[config.mk]
export PLATFORM = sky130hd
export DESIGN_NAME = irq_arbiter
export DESIGN_NICKNAME = d
export VERILOG_FILES = /design/src/rtl/irq_arbiter_pkg.sv /design/src/rtl/irq_pending.sv /design/src/rtl/irq_prio_enc.sv /design/src/rtl/irq_gate_fsm.sv /design/src/rtl/irq_arbiter.sv
export SDC_FILE = /design/constraint.sdc
export NUM_CORES = 1
export LEC_CHECK = 0
export BUFFER_PORTS_ARGS = -buffer_cell sky130_fd_sc_hd__buf_2
export CAP_MARGIN = 10
export CORE_AREA = 10 10 64 66
export CTS_CLUSTER_DIAMETER = 50
export DETAILED_ROUTE_END_ITERATION = 16
export DIE_AREA = 0 0 74 76
export GPL_TIMING_DRIVEN = 1
export PLACE_DENSITY = 0.6
export SYNTH_ARGS = -nofsm -noshare
export SYNTH_HDL_FRONTEND = slang
export SYNTH_SLANG_ARGS = --single-unit
export TNS_END_PERCENT = 100
[constraint.sdc]
create_clock -name clk -period 1.92 [get_ports clk]
set_input_delay 0.192 -clock clk [delete_from_list [all_inputs] [get_ports clk]]
set_output_delay 0.192 -clock clk [all_outputs]
set_load 0.02 [all_outputs]
[src/rtl/irq_arbiter_pkg.sv]
package irq_arbiter_pkg;

    typedef enum logic [1:0] {
        ST_RUN  = 2'd0,
        ST_HOLD = 2'd1,
        ST_OFF  = 2'd2
    } gate_state_t;

    function automatic logic [31:0] onehot_of(input int unsigned idx);
        logic [31:0] v;
        v = '0;
        v[idx] = 1'b1;
        return v;
    endfunction

endpackage

[src/rtl/irq_pending.sv]
module irq_pending #(
    parameter int NUM_SRC     = 8,
    parameter int SYNC_STAGES = 0
) (
    input  logic               clk,
    input  logic               rst_n,
    input  logic [NUM_SRC-1:0] req_in,
    input  logic [NUM_SRC-1:0] clr_vec,
    output logic [NUM_SRC-1:0] pend_q
);

    logic [NUM_SRC-1:0] req_s;

    generate
        if (SYNC_STAGES == 0) begin : g_direct
            assign req_s = req_in;
        end else begin : g_sync
            logic [NUM_SRC-1:0] sync_q [SYNC_STAGES];
            always_ff @(posedge clk) begin
                if (!rst_n) begin
                    for (int s = 0; s < SYNC_STAGES; s++) sync_q[s] <= '0;
                end else begin
                    sync_q[0] <= req_in;
                    for (int s = 1; s < SYNC_STAGES; s++) sync_q[s] <= sync_q[s-1];
                end
            end
            assign req_s = sync_q[SYNC_STAGES-1];
        end
    endgenerate

    // A fresh request wins over a clear of the same bit.
    always_ff @(posedge clk) begin
        if (!rst_n) pend_q <= '0;
        else        pend_q <= (pend_q & ~clr_vec) | req_s;
    end

endmodule

[src/rtl/irq_prio_enc.sv]
module irq_prio_enc #(
    parameter int NUM_SRC = 8,
    parameter int PD_IDX  = 0,
    localparam int IDX_W  = (NUM_SRC > 1) ? $clog2(NUM_SRC) : 1
) (
    input  logic [NUM_SRC-1:0] pend,
    input  logic [NUM_SRC-1:0] mask,
    input  logic               open,
    output logic               any,
    output logic [IDX_W-1:0]   idx
);

    logic [NUM_SRC-1:0] elig;

    generate
        for (genvar i = 0; i < NUM_SRC; i++) begin : g_gate
            if (i == PD_IDX) begin : g_nmi
                assign elig[i] = pend[i] & open;
            end else begin : g_mask
                assign elig[i] = pend[i] & mask[i] & open;
            end
        end
    endgenerate

    always_comb begin
        any = 1'b0;
        idx = '0;
        for (int i = NUM_SRC - 1; i >= 0; i--) begin
            if (elig[i]) begin
                any = 1'b1;
                idx = IDX_W'(i);
            end
        end
        // powerdown outranks all regardless of its index
        if (elig[PD_IDX]) idx = IDX_W'(PD_IDX);
    end

endmodule

[src/rtl/irq_gate_fsm.sv]
module irq_gate_fsm
    import irq_arbiter_pkg::*;
(
    input  logic clk,
    input  logic rst_n,
    input  logic mask_we,
    input  logic en_cmd,
    input  logic dis_cmd,
    output logic open
);

    gate_state_t state_q, state_d;

    always_ff @(posedge clk) begin
        if (!rst_n) state_q <= ST_RUN;
        else        state_q <= state_d;
    end

    always_comb begin
        state_d = state_q;
        unique case (state_q)
            ST_RUN: begin
                if (dis_cmd)      state_d = ST_OFF;
                else if (mask_we) state_d = ST_HOLD;
            end
            ST_HOLD: begin
                if (dis_cmd)      state_d = ST_OFF;
                else if (mask_we) state_d = ST_HOLD;
                else              state_d = ST_RUN;
            end
            ST_OFF: begin
                if (dis_cmd)                state_d = ST_OFF;
                else if (en_cmd && mask_we) state_d = ST_HOLD;
                else if (en_cmd)            state_d = ST_RUN;
            end
            default: state_d = ST_RUN;
        endcase
    end

    always_comb begin
        unique case (state_q)
            ST_RUN:  open = 1'b1;
            ST_HOLD: open = 1'b0;
            ST_OFF:  open = 1'b0;
            default: open = 1'b0;
        endcase
    end

endmodule

[src/rtl/irq_arbiter.sv]
module irq_arbiter
    import irq_arbiter_pkg::*;
#(
    parameter int NUM_SRC     = 8,
    parameter int SYNC_STAGES = 0,
    localparam int IDX_W      = (NUM_SRC > 1) ? $clog2(NUM_SRC) : 1
) (
    input  logic               clk,
    input  logic               rst_n,
    input  logic [NUM_SRC-1:0] irq_req,
    input  logic               mask_we,
    input  logic [NUM_SRC-1:0] mask_wdata,
    input  logic               int_en_cmd,
    input  logic               int_dis_cmd,
    input  logic               svc_ack,
    output logic               svc_valid,
    output logic [IDX_W-1:0]   svc_idx,
    output logic [NUM_SRC-1:0] mask_rd
);

    localparam int PD_IDX = 0;

    logic [NUM_SRC-1:0] mask_q;
    logic [NUM_SRC-1:0] pend;
    logic [NUM_SRC-1:0] clr_vec;
    logic               open;

    always_ff @(posedge clk) begin
        if (!rst_n)       mask_q <= '0;
        else if (mask_we) mask_q <= mask_wdata;
    end

    assign clr_vec = (svc_ack && svc_valid)
                   ? NUM_SRC'(onehot_of(int'(svc_idx))) : '0;

    irq_pending #(.NUM_SRC(NUM_SRC), .SYNC_STAGES(SYNC_STAGES)) u_pend (
        .clk     (clk),
        .rst_n   (rst_n),
        .req_in  (irq_req),
        .clr_vec (clr_vec),
        .pend_q  (pend)
    );

    irq_gate_fsm u_fsm (
        .clk     (clk),
        .rst_n   (rst_n),
        .mask_we (mask_we),
        .en_cmd  (int_en_cmd),
        .dis_cmd (int_dis_cmd),
        .open    (open)
    );

    irq_prio_enc #(.NUM_SRC(NUM_SRC), .PD_IDX(PD_IDX)) u_enc (
        .pend (pend),
        .mask (mask_q),
        .open (open),
        .any  (svc_valid),
        .idx  (svc_idx)
    );

    assign mask_rd = mask_q;

endmodule

-- After elaboration in Yosys (flattened, before gate mapping)
Cells that the tools add are included.
- register bits: 18
- input port bits: 22
- output and inout bits: 12
- word-level logic and storage cells: 60
- bitwise gates (word level): 18
- reduce and logical (&&, ||, !) cells: 5
- equality and inequality tests: 4
- $lt $le $gt $ge: 2
- muxes and demuxes: 28
- operators by type and width (cell ; number):
    two-way mux 3 bit ; 8
    AND 1 bit ; 15
    two-way mux 2 bit ; 6
    two-way mux 1 bit ; 11
    AND 8 bit ; 1
    two-way mux 8 bit ; 1
    NOT 8 bit ; 1
    OR 8 bit ; 1
    less-than comparator 3 x 6 -> 1 bit, second input constant ; 1
    one-hot mux 2 bit (3 select lines) ; 1
    inequality test 4 x 3 -> 1 bit, second input constant ; 1
    demux 1 bit (select 3 bit) ; 1
    >= comparator 3 x 1 -> 1 bit, second input constant ; 1
    logical AND 1 bit ; 3
    inequality test 3 bit, second input constant ; 1
    == test 2 x 1 -> 1 bit, second input constant ; 1
    == test 2 bit, second input constant ; 1
    logical NOT 2 bit ; 1
    AND reduction 2 bit ; 1

-- Longest topological paths before layout
Gate-level depths: netlist (run 1).
- depth after elaboration: 19
- gate-level depth with buffers: 4
- depth with buffers taken out: 4

-- By module
A second synthesis (run 1) with hierarchy kept.
- cell total of the unflattened synthesis: 93
- area total of the unflattened synthesis: 949.7 um^2
- by module, submodules not included (module ; sequential area each (um^2) ; cells each ; area each (um^2) ; times used):
    irq_arbiter ; 160.2 ; 38 ; 362.8 ; 1
    irq_pending ; 160.2 ; 25 ; 337.8 ; 1
    irq_prio_enc ; 0.0 ; 21 ; 162.7 ; 1
    irq_gate_fsm ; 40.0 ; 9 ; 86.3 ; 1

-- Worst setup path after synthesis (run 1)
No wires, ideal clock.
- kind: reg-to-output
- from: register mask_q[7] (netlist: mask_rd[7])
- to: output svc_idx[0]
- slack: 0.359 ns
- cell stages (with the launch flop): 5
- required time: 1.728 ns
- data arrival time: 1.369 ns
- buffers on the path: 0
- cell sequence: dfxtp_1 > nand2_1 > a21oi_1 > o221ai_1 > a21boi_0
- word-level cells in the longest chain between the ends: 10
- ends and longest elaborated chain (item ; RTL line ; source):
    from (decl) ; irq_arbiter.sv:23 ; logic [NUM_SRC-1:0] mask_q;
    from (signal assigned) ; irq_arbiter.sv:30 ; else if (mask_we) mask_q <= mask_wdata;
    AND 1 bit (2 in a row) ; irq_prio_enc.sv:20 ; assign elig[i] = pend[i] & mask[i] & open;
    two-way mux 3 bit (7 in a row) ; irq_prio_enc.sv:29 ; if (elig[i]) begin
    two-way mux 3 bit ; irq_prio_enc.sv:35 ; if (elig[PD_IDX]) idx = IDX_W'(PD_IDX);
    to (decl) ; irq_arbiter.sv:17 ; output logic [IDX_W-1:0] svc_idx,
No other way between the ends.

-- Worst setup path in the final report (run 1)
Ends and elaborated chain as after synthesis.

==> metrics.md, run 1 <==
| Metric | Value |
|---|---|
| Status | `completed` |
| Worst VDD drop | `445.8 uV` |
| Critical path class | `flop to output pin` |
| WP data required | `around 1700 ps` |
| Worst r2r src | `u_fsm.state_q[1]` |
| First-pass GRT wire length | `roughly 3.8 mm` |
| RSZ-0062 raised after global routing | `false` |
| Setup tns final | `0 ps` |
| Power Density | `just over 700 mW/mm^2` |
| Commonest cells after routing, fill and taps aside | `buf_2, dfxtp_1, nand2_1` |
| Max Slew Vio Count | `0` |
| Hold path start | `irq_req[2]` |
| Chip height | `about 76 um` |
| Crit end category | `output pin` |
| # setup viols final | `0` |
| Antenna Nets Post-Route | `0` |
| Register bit total from synthesis | `18` |
| Port Buffers | `33` |
| CP arrival | `about 1500 ps` |
| Pin count of the biggest net entering global routing | `19` |
| Core area | `a little under 0.003 mm^2` |
| Row Count | `20` |
| Vias in the first global route | `roughly 870` |
| GRT overflow | `0` |
| Layout cells sized above 1 | `approximately 32%` |
| Worst Hold Depth | `2` |
| Area Growth Syn to Fin | `26.35%` |
| Flop-to-flop setup slack | `660 ps` |
| Post_cts resized | `0` |
| Hold-fix buffers, CTS | `0` |
| Worst Hold Class | `input pin to flop` |
| Worst clock skew | `~1.8 ps` |
| Tmin final | `between 1500 and 2000 ps` |
| Mean post-synth cell area | `8.987 um^2` |
| Post-synthesis sequential area ratio | `between 40 and 50%` |
| Nets | `roughly 150` |
| Vias after detailed routing | `~800` |
| CTS max path bufs | `2` |
| Mapped Nets | `~120` |
| Pre-Repair DR Iteration Count | `4` |
| Post-Syn Area | `roughly 840 um^2` |
| YS warnings | `0` |
| Initial DRC Count | `19` |
| DR vias/cell | `approximately 4.9` |
| CTS sink count | `18` |
| Post-CTS Repair Setup Buffers | `0` |
| CTS tree | `built` |
| Hold Fails Final Rpt | `0` |
| Fmax | `~600 MHz` |
| GPL Wtd Cong | `0.7650` |
| DIE WIDTH | `~74 um` |
| Register area | `approximately 360 um^2` |
| Post-DP Area | `between 0.001 and 0.0015 mm^2` |
| Cell count after synthesis | `a little over 90` |
| Max cap viols | `0` |
| Num ports | `34` |
| Critical R2R Capture | `u_pend.pend_q[3]` |
| Multi-input logic area | `around 450 um^2` |
| Ant diodes | `0` |
| DRC viols | `0` |
| Relative slew slack | `around four fifths` |
| Clock Latency Late Sink | `between 200 and 300 ps` |
| Gr usage total | `between 8 and 9%` |
| R2R cell count | `4` |
| Period utilization | `roughly 87%` |
| Design area | `0.001056 mm^2` |
| DR WL/cell | `around 14 um` |
| TritonCTS buffer count | `3` |
| Die Footprint | `between 0.005 and 0.006 mm^2` |
| Worst Hold Path EP | `u_pend.pend_q[2]` |
| Initial antenna violation count | `0` |
| Total number of H-tree levels | `1` |
| Startpoint Class | `flop` |
| Post-DP HPWL | `approximately 1.8 mm` |
| Pin slew with the least headroom to its limit | `roughly 290 ps` |
| Fillers | `roughly 320` |
| Clk root buf | `clkbuf_4` |
| Reg clk slew, reported paths | `~100 ps` |
| Most common cell after layout, fill and taps aside | `buf_2` |
| Crit Path Max Fanout | `4` |
| Routed WL | `around 2.2 mm` |
| Leak Pwr | `between 0.5 and 0.6 nW` |
| Synth unique cells | `25` |
| Initial Util | `between 20% and 30%` |
metal layers:
layer	wire length (um)	GRT usage (%)
met5	0	0
met1	999	9.731
met2	992	12.63
met4	35	3.358
met3	167	2.995
cell families after synthesis:
kind of cell / count (synthesis) / share of synthesized area [%]
AO/OA/AOI/OAI: 25 / 19.31
multiplexers: 8 / 9.581
flip-flops: 18 / 43.11
buffers and inverters: 7 / 3.293
AND/OR/NAND/NOR: 35 / 24.70
Yosys cell counts:
library cell   n  area share, %
nand4b_1       1            1.0
a21boi_0       1           0.90
nor3_2         1            1.2
o221ai_1       1            1.0
o221a_2        1            1.3
nand2_1       14            6.3
mux2i_1        8            9.6
nand3_2        1            1.2
a21oi_1        5            3.0
nor2_1         2           0.90
nor3_4         1            1.9
nand3_1        2            1.2
o31a_1         1            1.0
nor2b_1       10            7.5
o21a_1         4            3.6
and2_1         1           0.75
and4b_1        1            1.2
inv_1          5            2.2
a22o_1         1            1.0
nor3b_2        1            1.5
dfxtp_1       18             43
o21ai_0        6            3.6
clkbuf_1       1           0.45
a31oi_1        5            3.7
buf_2          1           0.60
metrics by stage:
| step | hold slack [ps] | std cells | utilization, % | worst slack, ps | total power, mW |
|---|---|---|---|---|---|
| floorplan | 309.4 | 93 | - | 359.2 | 0.5193 |
| global placement | 402.3 | 157 | 35.30 | 602.8 | 0.5746 |
| detailed placement | 406.5 | 157 | 35.30 | 551.0 | 0.5782 |
| CTS | 94.72 | 160 | 36.07 | 222.7 | 0.7638 |
| global route | 90.50 | 160 | 36.07 | 92.54 | 0.8003 |
| finish | 105.4 | 160 | 36.07 | 242.9 | 0.7494 |
worst max-delay path: stages, from the launching register on:
cell and delay [ps]:
dfxtp_1 380, nand2_1 60, a21oi_1 170, o221ai_1 180
a21boi_0 210, buf_2 200
sequential cells by signal, summed over array words and instances (netlist names):
register	flops
mask_rd	8
u_pend.pend_q	8
u_fsm.state_q	2
area by class of cell:
cell class	count	share of cell area (%)
Multi-Input combinational cell	68	42.42
Sequential cell	18	34.12
Timing Repair Buffer	33	15.64
Tap cell	33	3.910
Clock buffer	3	2.133
Inverter	5	1.777
worst max path at each step:
stage,endpoint,cells after the start,from
CTS,svc_idx[0],5,mask_rd[7]
floorplan,svc_idx[0],4,mask_rd[7]
detailed placement,svc_idx[0],5,mask_rd[7]
global placement,svc_idx[0],5,mask_rd[7]
global route,svc_idx[0],5,mask_rd[7]
finish,svc_idx[0],5,mask_rd[7]
report_power, final:
part | switching, mW | internal, mW
Combinational | 0.0825 | 0.0670
Sequential | 0.0191 | 0.398
Clock | 0.110 | 0.0730
Total | 0.212 | 0.538
Power figures use the tool's default switching activity.
==> run 2: changes to the inputs <==
Settings changed: CORE_AREA 10 10 64 66 to 10 10 68 70, DIE_AREA 0 0 74 76 to 0 0 78 80, PLACE_DENSITY 0.6 to 0.58, SYNTH_HIERARCHICAL set to 1, TNS_END_PERCENT 100 to not set.
==> run 2 against run 1 <==
Net effect: clock skew fell by 1.0 ps; worst setup slack worse by 140 ps; final area increased by 13%; maximum frequency is 7.6% lower; non-clock buffer count stayed put; core utilization increased by 0.39 points; flip-flop and latch count did not move; critical endpoint is now svc_idx[2]; largest power group unchanged; highest routed layer unchanged.
==> metrics.md, run 2 <==
| Metric | Value |
|---|---|
| Status | `completed` |
| Crit end category | `output pin` |
| Pin count of the biggest net entering global routing | `19` |
| Routed WL | `2.312 mm` |
| Max Slew Vio Count | `0` |
| WP data required | `roughly 1700 ps` |
| R2R cell count | `6` |
| Synth unique cells | `28` |
| GPL Wtd Cong | `0.7271` |
| Hold path start | `int_dis_cmd` |
| CP arrival | `1620 ps` |
| EDFF count, synth | `0` |
| DRC viols | `0` |
| Clock Latency Late Sink | `between 200 and 300 ps` |
| Startpoint Class | `flop` |
| Top-count cell post-synth | `dfxtp_1` |
| Top Layer Used | `met4` |
| Tmin final | `between 1500 and 2000 ps` |
| Leak Pwr | `between 0.5 and 0.6 nW` |
| Max cap viols | `0` |
| Critical R2R Capture | `u_pend/pend_q[6]` |
| Commonest cells after routing, fill and taps aside | `buf_2, dfxtp_1, nor2_1, nor2b_1, nor2b_4` |
| Cell count after synthesis | `93` |
| TritonCTS buffer count | `3` |
| Gr usage total | `~7.4%` |
| Fillers | `around 370` |
| First-pass GRT wire length | `3.657 mm` |
| Pre-Repair DR Iteration Count | `3` |
| Antenna Nets Post-Route | `0` |
| Worst r2r src | `mask_rd[2]` |
| Initial Util | `about 29%` |
| GRT overflow | `0` |
| DP Worst Slack | `115.6 ps` |
| Area Growth Syn to Fin | `26.09%` |
| Synth top area share | `around 38%` |
| Leading area contributor after synthesis | `dfxtp_1` |
| Num ports | `34` |
| Mean post-synth cell area | `about 10 um^2` |
| Pwr Total | `slightly below 800 uW` |
| Post-synthesis async set-or-reset flop share | `0%` |
| Flop-to-flop setup slack | `160 ps` |
| Worst Hold Path EP | `u_fsm/state_q[0]` |
| Die Footprint | `between 0.006 and 0.007 mm^2` |
| Met2 WL | `approximately 1.1 mm` |
| Critical path class | `flop to output pin` |
| Post-synthesis sequential area ratio | `between 30% and 40%` |
| DIE WIDTH | `just under 80 um` |
| CTS sink count | `18` |
| Nets | `between 150 and 200` |
| Post-synth top flop | `dfxtp_1` |
| PnR worst setup slack | `105.3 ps` |
| Routed met1 length | `~980 um` |
| DR vias/cell | `around 4.4` |
| Reg clk slew, reported paths | `around 90 ps` |
| Cell types occupying the most area after synthesis | `dfxtp_1, nor2b_4, mux2i_1` |
| Relative slew slack | `73.74%` |
| Hold-fix buffers, CTS | `0` |
| Total number of H-tree levels | `1` |
| Fmax | `approximately 550 MHz` |
| Chip height | `80 um` |
| Setup tns final | `0 ps` |
| Period utilization | `between 90% and 100%` |
| Vias after detailed routing | `between 700 and 800` |
| Post-DP HPWL | `1.907 mm` |
| Hold Fails Final Rpt | `0` |
| Power Density | `651.3 mW/mm^2` |
| Port Buffers | `33` |
| Initial DRC Count | `15` |
| Core area | `approximately 0.0033 mm^2` |
| DR WL/cell | `between 10 and 15 um` |
| Post-route core utilization | `between 30% and 40%` |
| Most common cell after layout, fill and taps aside | `buf_2` |
| Initial antenna violation count | `0` |
| Worst Hold Class | `input pin to flop` |
| Crit Path Max Fanout | `6` |
| CTS tree | `built` |
| Ant diodes | `0` |
| Layout cells sized above 1 | `43.31%` |
| Synth cell count leaders | `dfxtp_1, nor2_1, nor2b_1, nor2b_4` |
| Mapped Nets | `approximately 120` |
| YS warnings | `6` |
| Post-Syn Area | `approximately 950 um^2` |
| Worst Hold Depth | `2` |
| Row Count | `21` |
| Met3 routed WL | `around 230 um` |
| Vias in the first global route | `827` |
| CTS max path bufs | `2` |
| Worst VDD drop | `approximately 160 uV` |
| Worst clock skew | `0.7490 ps` |
| Clk root buf | `clkbuf_4` |
| # setup viols final | `0` |
| Register bit total from synthesis | `18` |
| Pin slew with the least headroom to its limit | `393.9 ps` |
==> run 2: changes by cell type after synthesis, sizes merged, moves of 2 or more <==
cell	before	now
nor2b	10	18
nand2	14	7
nor2	2	9
o21ai	6	0
a21oi	5	1
a31oi	5	1
inv	5	1
nand2b	0	4
o21a	4	8
a22oi	0	2
nand3	3	1
==> run 2: power by group <==
| part | internal [mW] | leakage [nW] | switching (mW) |
|---|---|---|---|
| registers | 0.398 | 0.150 | 0.0220 |
| logic | 0.0912 | 0.381 | 0.0911 |
| clock network | 0.0727 | 0.0138 | 0.105 |
==> run 2: cell type report <==
type / count / area [um^2] / area share [%]
tap: 46 / 57.56 / 4.807
timing repair buffer: 33 / 165.2 / 13.79
sequential: 18 / 360.3 / 30.09
multi-input combinational: 72 / 588.1 / 49.11
inverter: 1 / 3.754 / 0.3135
clock buffer: 3 / 22.52 / 1.881
==> run 2: cell families after synthesis <==
kind of cell / share of synthesized area (%)
compound gates: 16.34
flops: 37.95
mux: 8.432
simple gates: 34.91
buf+inv: 2.371
==> run 2: worst max path at each step <==
stage / cells past startpoint / startpoint / slack [ps] / end
floorplan: 7 / mask_rd[1] / 0.4 / u_pend/pend_q[1]
global placement: 8 / u_fsm/state_q[1] / 180 / u_pend/pend_q[1]
detailed placement: 8 / u_fsm/state_q[1] / 120 / u_pend/pend_q[1]
CTS: 3 / mask_rd[2] / 60 / svc_idx[2]
global route: 5 / u_fsm/state_q[1] / -4 / svc_idx[2]
finish: 3 / mask_rd[2] / 110 / svc_idx[2]
==> run 2: critical path, stage by stage, from the launching register on <==
cell and delay [ps]:
dfxtp_1 350, a22oi_1 370, nor3b_4 380, buf_2 240
==> run 2: routing by layer <==
metal	vias up	track usage [%]
met5	-	0
met4	0	4.301
met3	2	4.054
met2	23	11.44
met1	345	7.859
li1	390	-
==> run 2: timing repair <==
| item | CTS | global route |
|---|---|---|
| gates resized for setup | 0 | 2 |
| setup endpoints to repair | 0 | 2 |
| setup buffers | 0 | 0 |
==> run 2: per-stage QoR <==
step                      area [um^2]  hold slack [ps]  instances
final                            1197            74.18        173
after detailed placement         1164            375.4        170
after CTS                        1186            52.75        173
after global placement           1164            372.9        170
after global routing             1197            49.91        173
after floorplan                 959.7            256.6         93
==> run 3: changes to the inputs <==
Settings changed: CORE_AREA 10 10 68 70 to 10 10 55 78, DIE_AREA 0 0 78 80 to 0 0 65 88, PLACE_DENSITY 0.58 to 0.59, SKIP_CTS_REPAIR_TIMING set to 1, SYNTH_HIERARCHICAL 1 to not set.
==> run 3 against run 2 <==
Net effect: first-iteration DRC count fell by 20%; non-clock buffer count did not move; maximum frequency rose by 11%; sequential share of layout area rose by 2.8 points; total power rose by 11%; via count rose by 1.3%; combinational power fell by 18%.
==> metrics.md, run 3 (synthesis gave the netlist of run 1 again) <==
| Metric | Value |
|---|---|
| Chip height | `approximately 88 um` |
| Power Density | `791.6 mW/mm^2` |
| RSZ-0062 raised after global routing | `false` |
| Initial DRC Count | `12` |
| Placed Cells incl. Taps | `around 160` |
| Tmin final | `between 1500 and 2000 ps` |
| Initial Util | `between 20 and 30%` |
| Worst clock skew | `1.714 ps` |
| Port Buffers | `33` |
| Crit end category | `output pin` |
| Post-DP HPWL | `around 1.8 mm` |
| Crit Path Max Fanout | `4` |
| Worst Hold Class | `input pin to flop` |
| DRC viols | `0` |
| Area Growth Syn to Fin | `31.14%` |
| Total net switching power | `approximately 220 uW` |
| # setup viols final | `0` |
| Most common cell after layout, fill and taps aside | `buf_2` |
| DIE WIDTH | `around 65 um` |
| Die Footprint | `0.005720 mm^2` |
| CTS max path bufs | `2` |
| Core area | `roughly 0.003 mm^2` |
| Sequential share of power | `between 40% and 50%` |
| GRT overflow | `0` |
| TritonCTS buffer count | `3` |
| Status | `completed` |
| Clk root buf | `clkbuf_8` |
| WP data required | `between 1500 and 2000 ps` |
| DP Worst Slack | `521.1 ps` |
| Ant diodes | `0` |
| Pre-Repair DR Iteration Count | `4` |
| Worst VDD drop | `533.2 uV` |
| Clk network pwr share | `a little over a third` |
| Vias after detailed routing | `770` |
| Num ports | `34` |
| Max Slew Vio Count | `0` |
| First-pass GRT wire length | `3.560 mm` |
| Setup tns final | `0 ps` |
| CTS sink count | `18` |
| Antenna Nets Post-Route | `0` |
| Nets | `about 150` |
| Startpoint Class | `flop` |
| Gr usage total | `8.064%` |
| Pin slew with the least headroom to its limit | `a little under 300 ps` |
| Critical path class | `flop to output pin` |
| Max cap viols | `0` |
| Min Hold Slack | `approximately 150 ps` |
| DR WL/cell | `13.14 um` |
| DR vias/cell | `about 4.6` |
| CTS tree | `built` |
| Commonest cells after routing, fill and taps aside | `buf_2, dfxtp_1, nand2_1` |
| Pwr Total | `between 800 and 900 uW` |
| Routed WL | `roughly 2.2 mm` |
| Gate power share | `about 17%` |
| Hold Fails Final Rpt | `0` |
| GPL Wtd Cong | `between 0.7 and 0.8` |
| Fin cells | `approximately 170` |
| Internal cell power | `roughly 650 uW` |
| Fillers | `333` |
| Fmax | `a little over 600 MHz` |
| Sw Ratio | `~25%` |
| Vias in the first global route | `around 850` |
| Clock Latency Late Sink | `250 ps` |
| Period utilization | `between 80% and 90%` |
| Total number of H-tree levels | `1` |
| Leak Pwr | `0.5224 nW` |
| Row Count | `24` |
| PnR worst setup slack | `around 290 ps` |
| Reg clk slew, reported paths | `approximately 70 ps` |
| Pin count of the biggest net entering global routing | `19` |
| Relative slew slack | `between 80% and 90%` |
| Initial antenna violation count | `0` |
| CP arrival | `1440 ps` |
| Layout cells sized above 1 | `around a third` |
[run 3: changes by cell type in the layout (fill, tap and decap cells not counted), moves of 3 or more]
cell,previous run,this run
a21oi_1,0,5
a31oi_1,0,5
clkbuf_4,3,0
clkbuf_8,0,4
inv_1,1,5
nand2_1,7,14
nand2b_1,3,0
nor2_1,9,2
nor2b_4,9,0
o21a_1,8,4
o21ai_0,0,6
[run 3: routing by layer]
layer	GRT usage, %	share of wire, %
met5	0	0
met4	4.688	2.0
met3	2.046	2.9
met2	16.28	55
met1	6.759	40
[run 3: worst paths after layout]
check                                       from                to  slack, ps  depth (start not counted)
worst max register to register  u_fsm.state_q[1]  u_pend.pend_q[4]        670                          4
worst min-delay path                  irq_req[3]  u_pend.pend_q[3]        150                          2
worst max-delay path                  mask_rd[7]        svc_idx[0]        290                          5
worst min register to register        mask_rd[0]        mask_rd[0]        520                          2
[run 3: area by class of cell]
class	instances	area [um^2]	share of cell area [%]
Timing Repair Buffer	33	165.2	15.07
Sequential cell	18	360.3	32.88
Clock buffer	4	55.05	5.023
Tap cell	39	48.80	4.452
Multi-Input combinational cell	68	447.9	40.87
Inverter	5	18.77	1.712
[run 3: worst max-delay path, cell delays in order, from the launching register on]
cell and delay, ps:
dfxtp_1 370, nand2_1 60, a21oi_1 170, o221ai_1 180, a21boi_0 220, buf_2 190
[run 3: per-stage QoR]
step	area (um^2)	utilization [%]
global placement	1041	35.74
CTS	1096	37.63
detailed placement	1041	35.74
finish	1096	37.63
floorplan	835.8	-
global route	1096	37.63
[run 3: power groups by stage]
stage / Sequential, mW / Clock (mW) / Combinational (mW)
2_1_floorplan: 0.435 / 0 / 0.0847
4_1_cts: 0.417 / 0.312 / 0.153
3_3_place_gp: 0.424 / 0 / 0.151
5_1_grt: 0.421 / 0.329 / 0.167
6_report: 0.417 / 0.301 / 0.150
3_5_place_dp: 0.426 / 0 / 0.153
